**config.mk**
```make
export PLATFORM = sky130hd
export DESIGN_NAME = exc_redirect_unit
export DESIGN_NICKNAME = d
export VERILOG_FILES = /design/src/rtl/exc_pkg.sv /design/src/rtl/exc_detect.sv /design/src/rtl/exc_ctrl_gate.sv /design/src/rtl/exc_regs.sv /design/src/rtl/exc_redirect_unit.sv
export SDC_FILE = /design/constraint.sdc
export NUM_CORES = 1
export LEC_CHECK = 0
export BUFFER_PORTS_ARGS = -buffer_cell sky130_fd_sc_hd__buf_4
export CAP_MARGIN = 25
export CORE_ASPECT_RATIO = 1.5
export CORE_UTILIZATION = 41
export DETAILED_ROUTE_END_ITERATION = 8
export PLACE_DENSITY = 0.9
export SLEW_MARGIN = 20
export SYNTH_ARGS = -nofsm -noshare
export SYNTH_HDL_FRONTEND = slang
export SYNTH_SLANG_ARGS = --single-unit
```
**constraint.sdc**
```tcl
create_clock -name clk -period 0.9 [get_ports clk]
set_input_delay 0.045 -clock clk [delete_from_list [all_inputs] [get_ports clk]]
set_output_delay 0.045 -clock clk [all_outputs]
set_load 0.01 [all_outputs]
```
**src/rtl/exc_pkg.sv**
```systemverilog
// Package: shared fault codes and widths for the exception redirect unit.
// Assumes a five-bit cause field; codes are fixed by the exception handler.
package exc_pkg;
    localparam int CAUSE_W = 5;

    typedef enum logic [CAUSE_W-1:0] {
        CAUSE_NONE  = 5'd0,
        CAUSE_UNDEF = 5'd10,
        CAUSE_OVF   = 5'd12
    } cause_e;
endpackage

```
**src/rtl/exc_detect.sv**
```systemverilog
// Module: exc_detect
// Decides whether the EX instruction faults and which code it carries.
// Assumes the flags are stable for the whole cycle; an undefined op
// outranks overflow because decode found it earlier.
module exc_detect
    import exc_pkg::*;
(
    input  logic   ex_valid,
    input  logic   ovf_flag,
    input  logic   ovf_en,
    input  logic   undef,
    output logic   take,
    output cause_e code
);
    logic ovf_hit;

    // Qualify the fault sources and pick the code by priority.
    always_comb begin
        ovf_hit = ex_valid & ovf_flag & ovf_en;
        take    = ovf_hit | (ex_valid & undef);
        if (ex_valid && undef) begin
            code = CAUSE_UNDEF;
        end else if (ovf_hit) begin
            code = CAUSE_OVF;
        end else begin
            code = CAUSE_NONE;
        end
    end
endmodule

```
**src/rtl/exc_ctrl_gate.sv**
```systemverilog
// Module: exc_ctrl_gate
// Turns a taken exception into cancel, flush, bubble and redirect controls.
// Assumes the next-PC mux gives pc_override top priority.
module exc_ctrl_gate #(
    parameter int          XLEN   = 32,
    parameter logic [31:0] VECTOR = 32'h8000_0180
) (
    input  logic            take,
    input  logic            regwrite_in,
    input  logic            memwrite_in,
    input  logic            stall_req,
    output logic            regwrite_out,
    output logic            memwrite_out,
    output logic            flush_ifid,
    output logic            bubble_id,
    output logic            bubble_ex,
    output logic            stall_out,
    output logic            pc_override,
    output logic [XLEN-1:0] pc_vector
);
    localparam logic [XLEN-1:0] VEC_W = XLEN'(VECTOR);

    // Cancel side effects, squash younger stages and steer fetch.
    always_comb begin
        regwrite_out = regwrite_in & ~take;
        memwrite_out = memwrite_in & ~take;
        flush_ifid   = take;
        bubble_id    = take;
        bubble_ex    = take;
        stall_out    = stall_req & ~take;
        pc_override  = take;
        pc_vector    = VEC_W;
    end
endmodule

```
**src/rtl/exc_regs.sv**
```systemverilog
// Module: exc_regs
// Holds the faulting address and the fault code; loads only on exception.
// Assumes synchronous active-low reset clears both to zero.
module exc_regs
    import exc_pkg::*;
#(
    parameter int XLEN = 32
) (
    input  logic               clk,
    input  logic               rst_n,
    input  logic               take,
    input  cause_e             code,
    input  logic [XLEN-1:0]    pc_in,
    output logic [XLEN-1:0]    epc_q,
    output logic [CAUSE_W-1:0] cause_q
);
    // Capture the address and code of a faulting instruction.
    always_ff @(posedge clk) begin
        if (!rst_n) begin
            epc_q   <= '0;
            cause_q <= '0;
        end else if (take) begin
            epc_q   <= pc_in;
            cause_q <= code;
        end
    end
endmodule

```
**src/rtl/exc_redirect_unit.sv**
```systemverilog
// Module: exc_redirect_unit (top)
// Precise exception control for faults found in EX: cancels the faulting
// write, bubbles ID/EX, flushes IF/ID, redirects fetch to the vector and
// records the faulting address and cause. Assumes MEM/WB are left alone.
module exc_redirect_unit
    import exc_pkg::*;
#(
    parameter int          XLEN   = 32,
    parameter logic [31:0] VECTOR = 32'h8000_0180
) (
    input  logic               clk,
    input  logic               rst_n,
    input  logic               ex_valid,
    input  logic               ex_ovf_flag,
    input  logic               ex_ovf_en,
    input  logic               ex_undef,
    input  logic [XLEN-1:0]    ex_pc,
    input  logic               ex_regwrite_in,
    input  logic               ex_memwrite_in,
    input  logic               stall_req,
    output logic               ex_regwrite_out,
    output logic               ex_memwrite_out,
    output logic               flush_ifid,
    output logic               bubble_id,
    output logic               bubble_ex,
    output logic               stall_out,
    output logic               pc_override,
    output logic [XLEN-1:0]    pc_vector,
    output logic [XLEN-1:0]    epc,
    output logic [CAUSE_W-1:0] cause
);
    logic   take;
    cause_e code;

    exc_detect u_detect (
        .ex_valid (ex_valid),
        .ovf_flag (ex_ovf_flag),
        .ovf_en   (ex_ovf_en),
        .undef    (ex_undef),
        .take     (take),
        .code     (code)
    );

    exc_ctrl_gate #(.XLEN(XLEN), .VECTOR(VECTOR)) u_gate (
        .take         (take),
        .regwrite_in  (ex_regwrite_in),
        .memwrite_in  (ex_memwrite_in),
        .stall_req    (stall_req),
        .regwrite_out (ex_regwrite_out),
        .memwrite_out (ex_memwrite_out),
        .flush_ifid   (flush_ifid),
        .bubble_id    (bubble_id),
        .bubble_ex    (bubble_ex),
        .stall_out    (stall_out),
        .pc_override  (pc_override),
        .pc_vector    (pc_vector)
    );

    exc_regs #(.XLEN(XLEN)) u_regs (
        .clk     (clk),
        .rst_n   (rst_n),
        .take    (take),
        .code    (code),
        .pc_in   (ex_pc),
        .epc_q   (epc),
        .cause_q (cause)
    );
endmodule

```
After elaboration in Yosys (flattened, before gate mapping)
Index checks and enable logic that the tools add are counted.

word-level totals
  flip-flop bits (word level) = 37
  bits in latches = 0
  RAM bits = 0
  bits in read-only memories = 0
  output and inout bits = 76
  word-level logic and storage cells = 13
  memories kept = 0

operators by class
  add/subtract/negate cells = 0
  $mul = 0
  divide/modulo/power cells = 0
  magnitude comparators = 0
  equal/unequal tests = 0
  shifts and indexed selects = 0
  multiplexer cells = 2
  bitwise logic cells = 8
  reduce and logical (&&, ||, !) cells = 1

operators with widths
  operator           count
  AND 1 bit          6
  two-way mux 5 bit  1
  two-way mux 4 bit  1
  logical AND 1 bit  1
  inverter 1 bit     1
  OR 1 bit           1

Depth between registers and ports, before layout
  depth in word-level cells = 5
  mapped depth = 5
  depth with buffers taken out = 3

By module
A second synthesis with hierarchy kept.

unflattened totals
  cell total of the unflattened synthesis = 167
  area total of the unflattened synthesis = 1,776.7 µm²

modules (own cells, without submodules)
  module         times used  cells each  area each (µm²)  sequential area each (µm²)
  exc_regs       1           118         1,425.1          740.7
  exc_ctrl_gate  1           41          296.5            0.0
  exc_detect     1           8           55.1             0.0

Worst setup path after synthesis
Ideal clock, no wire load.

  path kind = input-to-reg
  start = in ex_ovf_flag
  end = reg u_regs.cause_q[3]
  setup time = 0.115 ns
  data arrival time = 0.660 ns
  path slack = 0.126 ns
  cell stages on the path = 5
  path buffers = 2
  cell sequence = a21oi_2 nor2b_2 buf_6 buf_12 o21a_1

between the ends
  elaborated cells on any way between the ends = 5

RTL lines
  what                    RTL line                 text
  from (decl)             exc_redirect_unit.sv:14  input logic ex_ovf_flag,
  AND 1 bit (2 in a row)  exc_detect.sv:19         ovf_hit = ex_valid & ovf_flag & ovf_en;
  OR 1 bit                exc_detect.sv:20         take = ovf_hit | (ex_valid & undef);
  via bubble_ex           exc_redirect_unit.sv:25  output logic bubble_ex,
  to (signal assigned)    exc_regs.sv:24           cause_q <= code;
  to (decl)               exc_regs.sv:15           output logic [CAUSE_W-1:0] cause_q

The timed path passes the listed nets, and every way through them passes these cells.
A chain may end at the register's enable or synchronous reset.

Worst setup path in the final report
  start = reg u_regs.epc_q[21]
  end = out epc[21]

RTL lines
  what                    RTL line                 text
  from (decl)             exc_regs.sv:14           output logic [XLEN-1:0] epc_q,
  from (signal assigned)  exc_regs.sv:23           epc_q <= pc_in;
  to (decl)               exc_redirect_unit.sv:29  output logic [XLEN-1:0] epc,

No word-level cell between the ends.

==> Implementation_results.wiki <==
{| class="wikitable"
! Metric !! Value
|-
| Chip width || 55.10 um
|-
| Die Y-Extent || 81.65 um
|-
| Number of setup violations in the final report || 0
|-
| # Max-Cap Violations || 0
|-
| Initial antenna violation count || 0
|-
| Finished Core Util || 0.5789
|-
| Share of the clock period used by the worst path after layout || 0.8879
|-
| Share of post-route cells with drive strength above 1 || 0.3640
|-
| Arrival time of data at the critical path endpoint || 0.75 ns
|-
| Sequential share of the synthesized area || 0.4040
|-
| Setup TNS after final layout || 0 ns
|-
| Via Count || 1378
|-
| Endpoint class of the critical path || output port
|-
| Core Region || 0.003994 sq mm
|-
| Avg Inst Size Synth || 8.939 sq um
|-
| Main area contributors after synthesis || sky130_fd_sc_hd__dfxtp_1 (40%), sky130_fd_sc_hd__mux2i_1 (18%), sky130_fd_sc_hd__buf_4 (16%), sky130_fd_sc_hd__nand2_1 (15%), sky130_fd_sc_hd__buf_12 (3.5%)
|-
| Number of synthesized register bits || 35
|-
| Synthesized cell area || 0.001734 sq mm
|-
| DRT iter0 DRCs || 18
|-
| Number of buffers between clock root and the deepest sink || 2
|-
| Residual DRC || 0
|-
| Worst hold slack || 0.02006 ns
|-
| Register clock-pin slew on the reported worst setup and hold paths || 0.07 ns
|-
| Diodes inserted || 0
|-
| Buffering stage count on the worst path with inverters included || 1
|-
| Worst IR Drop VDD || 1.288 mV
|-
| Post-CTS setup buffer count || 0
|-
| Kind of start point of the critical path || flop
|-
| Number of antenna-violating nets in the routed design || 0
|-
| Clock Skews || 0 ns
|-
| Ports placed on the boundary || 117
|-
| DRT Pass-1 Iters || 3
|-
| Number of core rows || 28
|-
| Grt ovf || 0
|-
| Total wire length || 3370 um
|-
| Unrepaired setup endpoints after global routing || false
|-
| Port Buf Inserts || 82
|-
| Overall power after layout || 0.003529 W
|-
| Critical-path top delay cell || sky130_fd_sc_hd__dfxtp_1
|-
| Area of the die || 0.004499 sq mm
|-
| Required @ worst endpoint || 0.85 ns
|-
| Delay of the slowest cell on the worst path || 0.35 ns
|-
| Final GP Congestion || 0.7593
|-
| Final HPWL from detailed placement || 2656 um
|-
| CTS tree || done
|-
| Count of nets after finishing || 313
|-
| Number of buffers inserted by hold repair at cts || 0
|-
| H-Tree Level Count || 2
|-
| Critical path fanouts, max || 2
|-
| Count of filler cells inserted in the layout || 354
|-
| Area share of the leading cell type in the synthesized netlist || 0.4040
|-
| Top achievable clock speed || 1251 MHz
|-
| Largest net degree at the start of global routing || 36
|-
| Type of the setup path with the least slack || flop to output port
|-
| Crit path cell chain || buf_4
|-
| Power per Cell Area || 1526 mW/mm^2
|-
| Initial core utilization || 0.4342
|-
| Clock sink total || 35
|-
| YS warnings || 0
|-
| Period minus WS final || 0.7991 ns
|-
| Vias per inst || 4.347
|-
| Synthesis-to-finish area growth || 33.33%
|-
| Run status || finished clean
|-
| CP top delay family || flip-flops
|-
| Clock root buffer master || sky130_fd_sc_hd__clkbuf_8
|-
| Vias in the first global route || 1236
|-
| Total routing usage reported by global routing || 0.1558
|-
| Post-DR wirelength/cell || 10.63 um
|-
| Total CTS buffers || 5
|-
| Resized Gates After CTS || 0
|-
| Worst min path class || input pin to flop
|-
| Synth area leader || sky130_fd_sc_hd__dfxtp_1
|-
| Post-Place Worst Slack || -0.1358 ns
|-
| Final Max Slew Viols || 0
|-
| Instance count of the mapped netlist || 194
|-
| Clock insertion delay at the later pin of the skew report || 0.27 ns
|-
| Fin. Hold Viols || 0
|-
| Wire length of the first global-routing pass || 5030 um
|-
| Setup slack after layout || 0.1009 ns
|-
| Leak pwr || 1.174 nW
|-
| Count of distinct cell types in the synthesized netlist || 17
|}
[kinds of logic (layout without fill, tap and decap cells)]
logic type,Yosys count,in the layout,synth area share
buffers and inverters,49,95,0.2222
other,2,34,0.004331
and+or+nand+nor,72,72,0.1681
muxes,32,32,0.1847
DFF,35,35,0.4040
AOI/OAI and AO/OA,4,4,0.01660
[area by class of cell]
type,count,area [sq um],share of cell area
Timing Repair Buffer,87,690.7,0.2987
Clock inverter,1,5.005,0.002164
Multi-Input combinational cell,142,773.2,0.3344
Sequential cell,35,700.7,0.3030
Clock buffer,6,82.58,0.03571
Tap cell,45,56.30,0.02435
Inverter,1,3.754,0.001623
[worst paths after layout]
| kind | start | endpoint | slack, ns | cells past startpoint |
|---|---|---|---|---|
| max | u_regs.epc_q[21] | epc[21] | 0.10 | 1 |
| min reg2reg | u_regs.cause_q[2] | u_regs.cause_q[2] | 0.45 | 2 |
| max reg2reg | u_regs.cause_q[1] | u_regs.cause_q[1] | 0.26 | 2 |
| min | ex_pc[23] | u_regs.epc_q[23] | 0.02 | 3 |
[metrics by stage]
stage	cell area, sq um	std cells
after floorplan	1854	226
after global placement	2225	310
after detailed placement	2225	310
after CTS	2312	317
after global routing	2312	317
final	2312	317
[layout by cell type (no fill, tap or decap)]
cell and count:
sky130_fd_sc_hd__inv_1 1, sky130_fd_sc_hd__nand3_1 1, sky130_fd_sc_hd__nor2b_4 1, sky130_fd_sc_hd__mux2i_1 32
sky130_fd_sc_hd__buf_12 3, sky130_fd_sc_hd__a21boi_0 1, sky130_fd_sc_hd__clkinv_2 1, sky130_fd_sc_hd__nand2_1 67
sky130_fd_sc_hd__conb_1 34, sky130_fd_sc_hd__clkbuf_8 6, sky130_fd_sc_hd__o21a_1 1, sky130_fd_sc_hd__dfxtp_1 35
sky130_fd_sc_hd__a21oi_2 1, sky130_fd_sc_hd__and2b_2 3, sky130_fd_sc_hd__a21oi_1 1, sky130_fd_sc_hd__buf_4 84
[cells in the mapped netlist (all sizes together)]
library cell / count
nor2b: 1
inv: 1
a21oi: 2
nand2: 67
dfxtp: 35
conb: 2
clkbuf: 2
o21a: 1
a21boi: 1
and2b: 3
nand3: 1
mux2i: 32
buf: 46
[where the power goes]
part | internal [W] | total, W | switching [W] | leakage [nW]
Sequential | 0.00164 | 0.00169 | 0.0000491 | 0.287
Combinational | 0.000380 | 0.000721 | 0.000341 | 0.840
Clock | 0.000600 | 0.00111 | 0.000515 | 0.0470
Total | 0.00262 | 0.00353 | 0.000905 | 1.17
[flip-flops by register name, indices dropped and copies added, names as in the netlist]
signal and cells:
u_regs.cause_q 3, u_regs.epc_q 32
[metal layers]
metal  up-vias  GRT usage  wire length (um)
met5         -          0                 0
met4         0    0.07500                41
met3         2    0.04259               227
met2        69     0.2916              1982
met1       618     0.1467              1118
li1        689          -                 -
(Power assumes the default switching activity.)
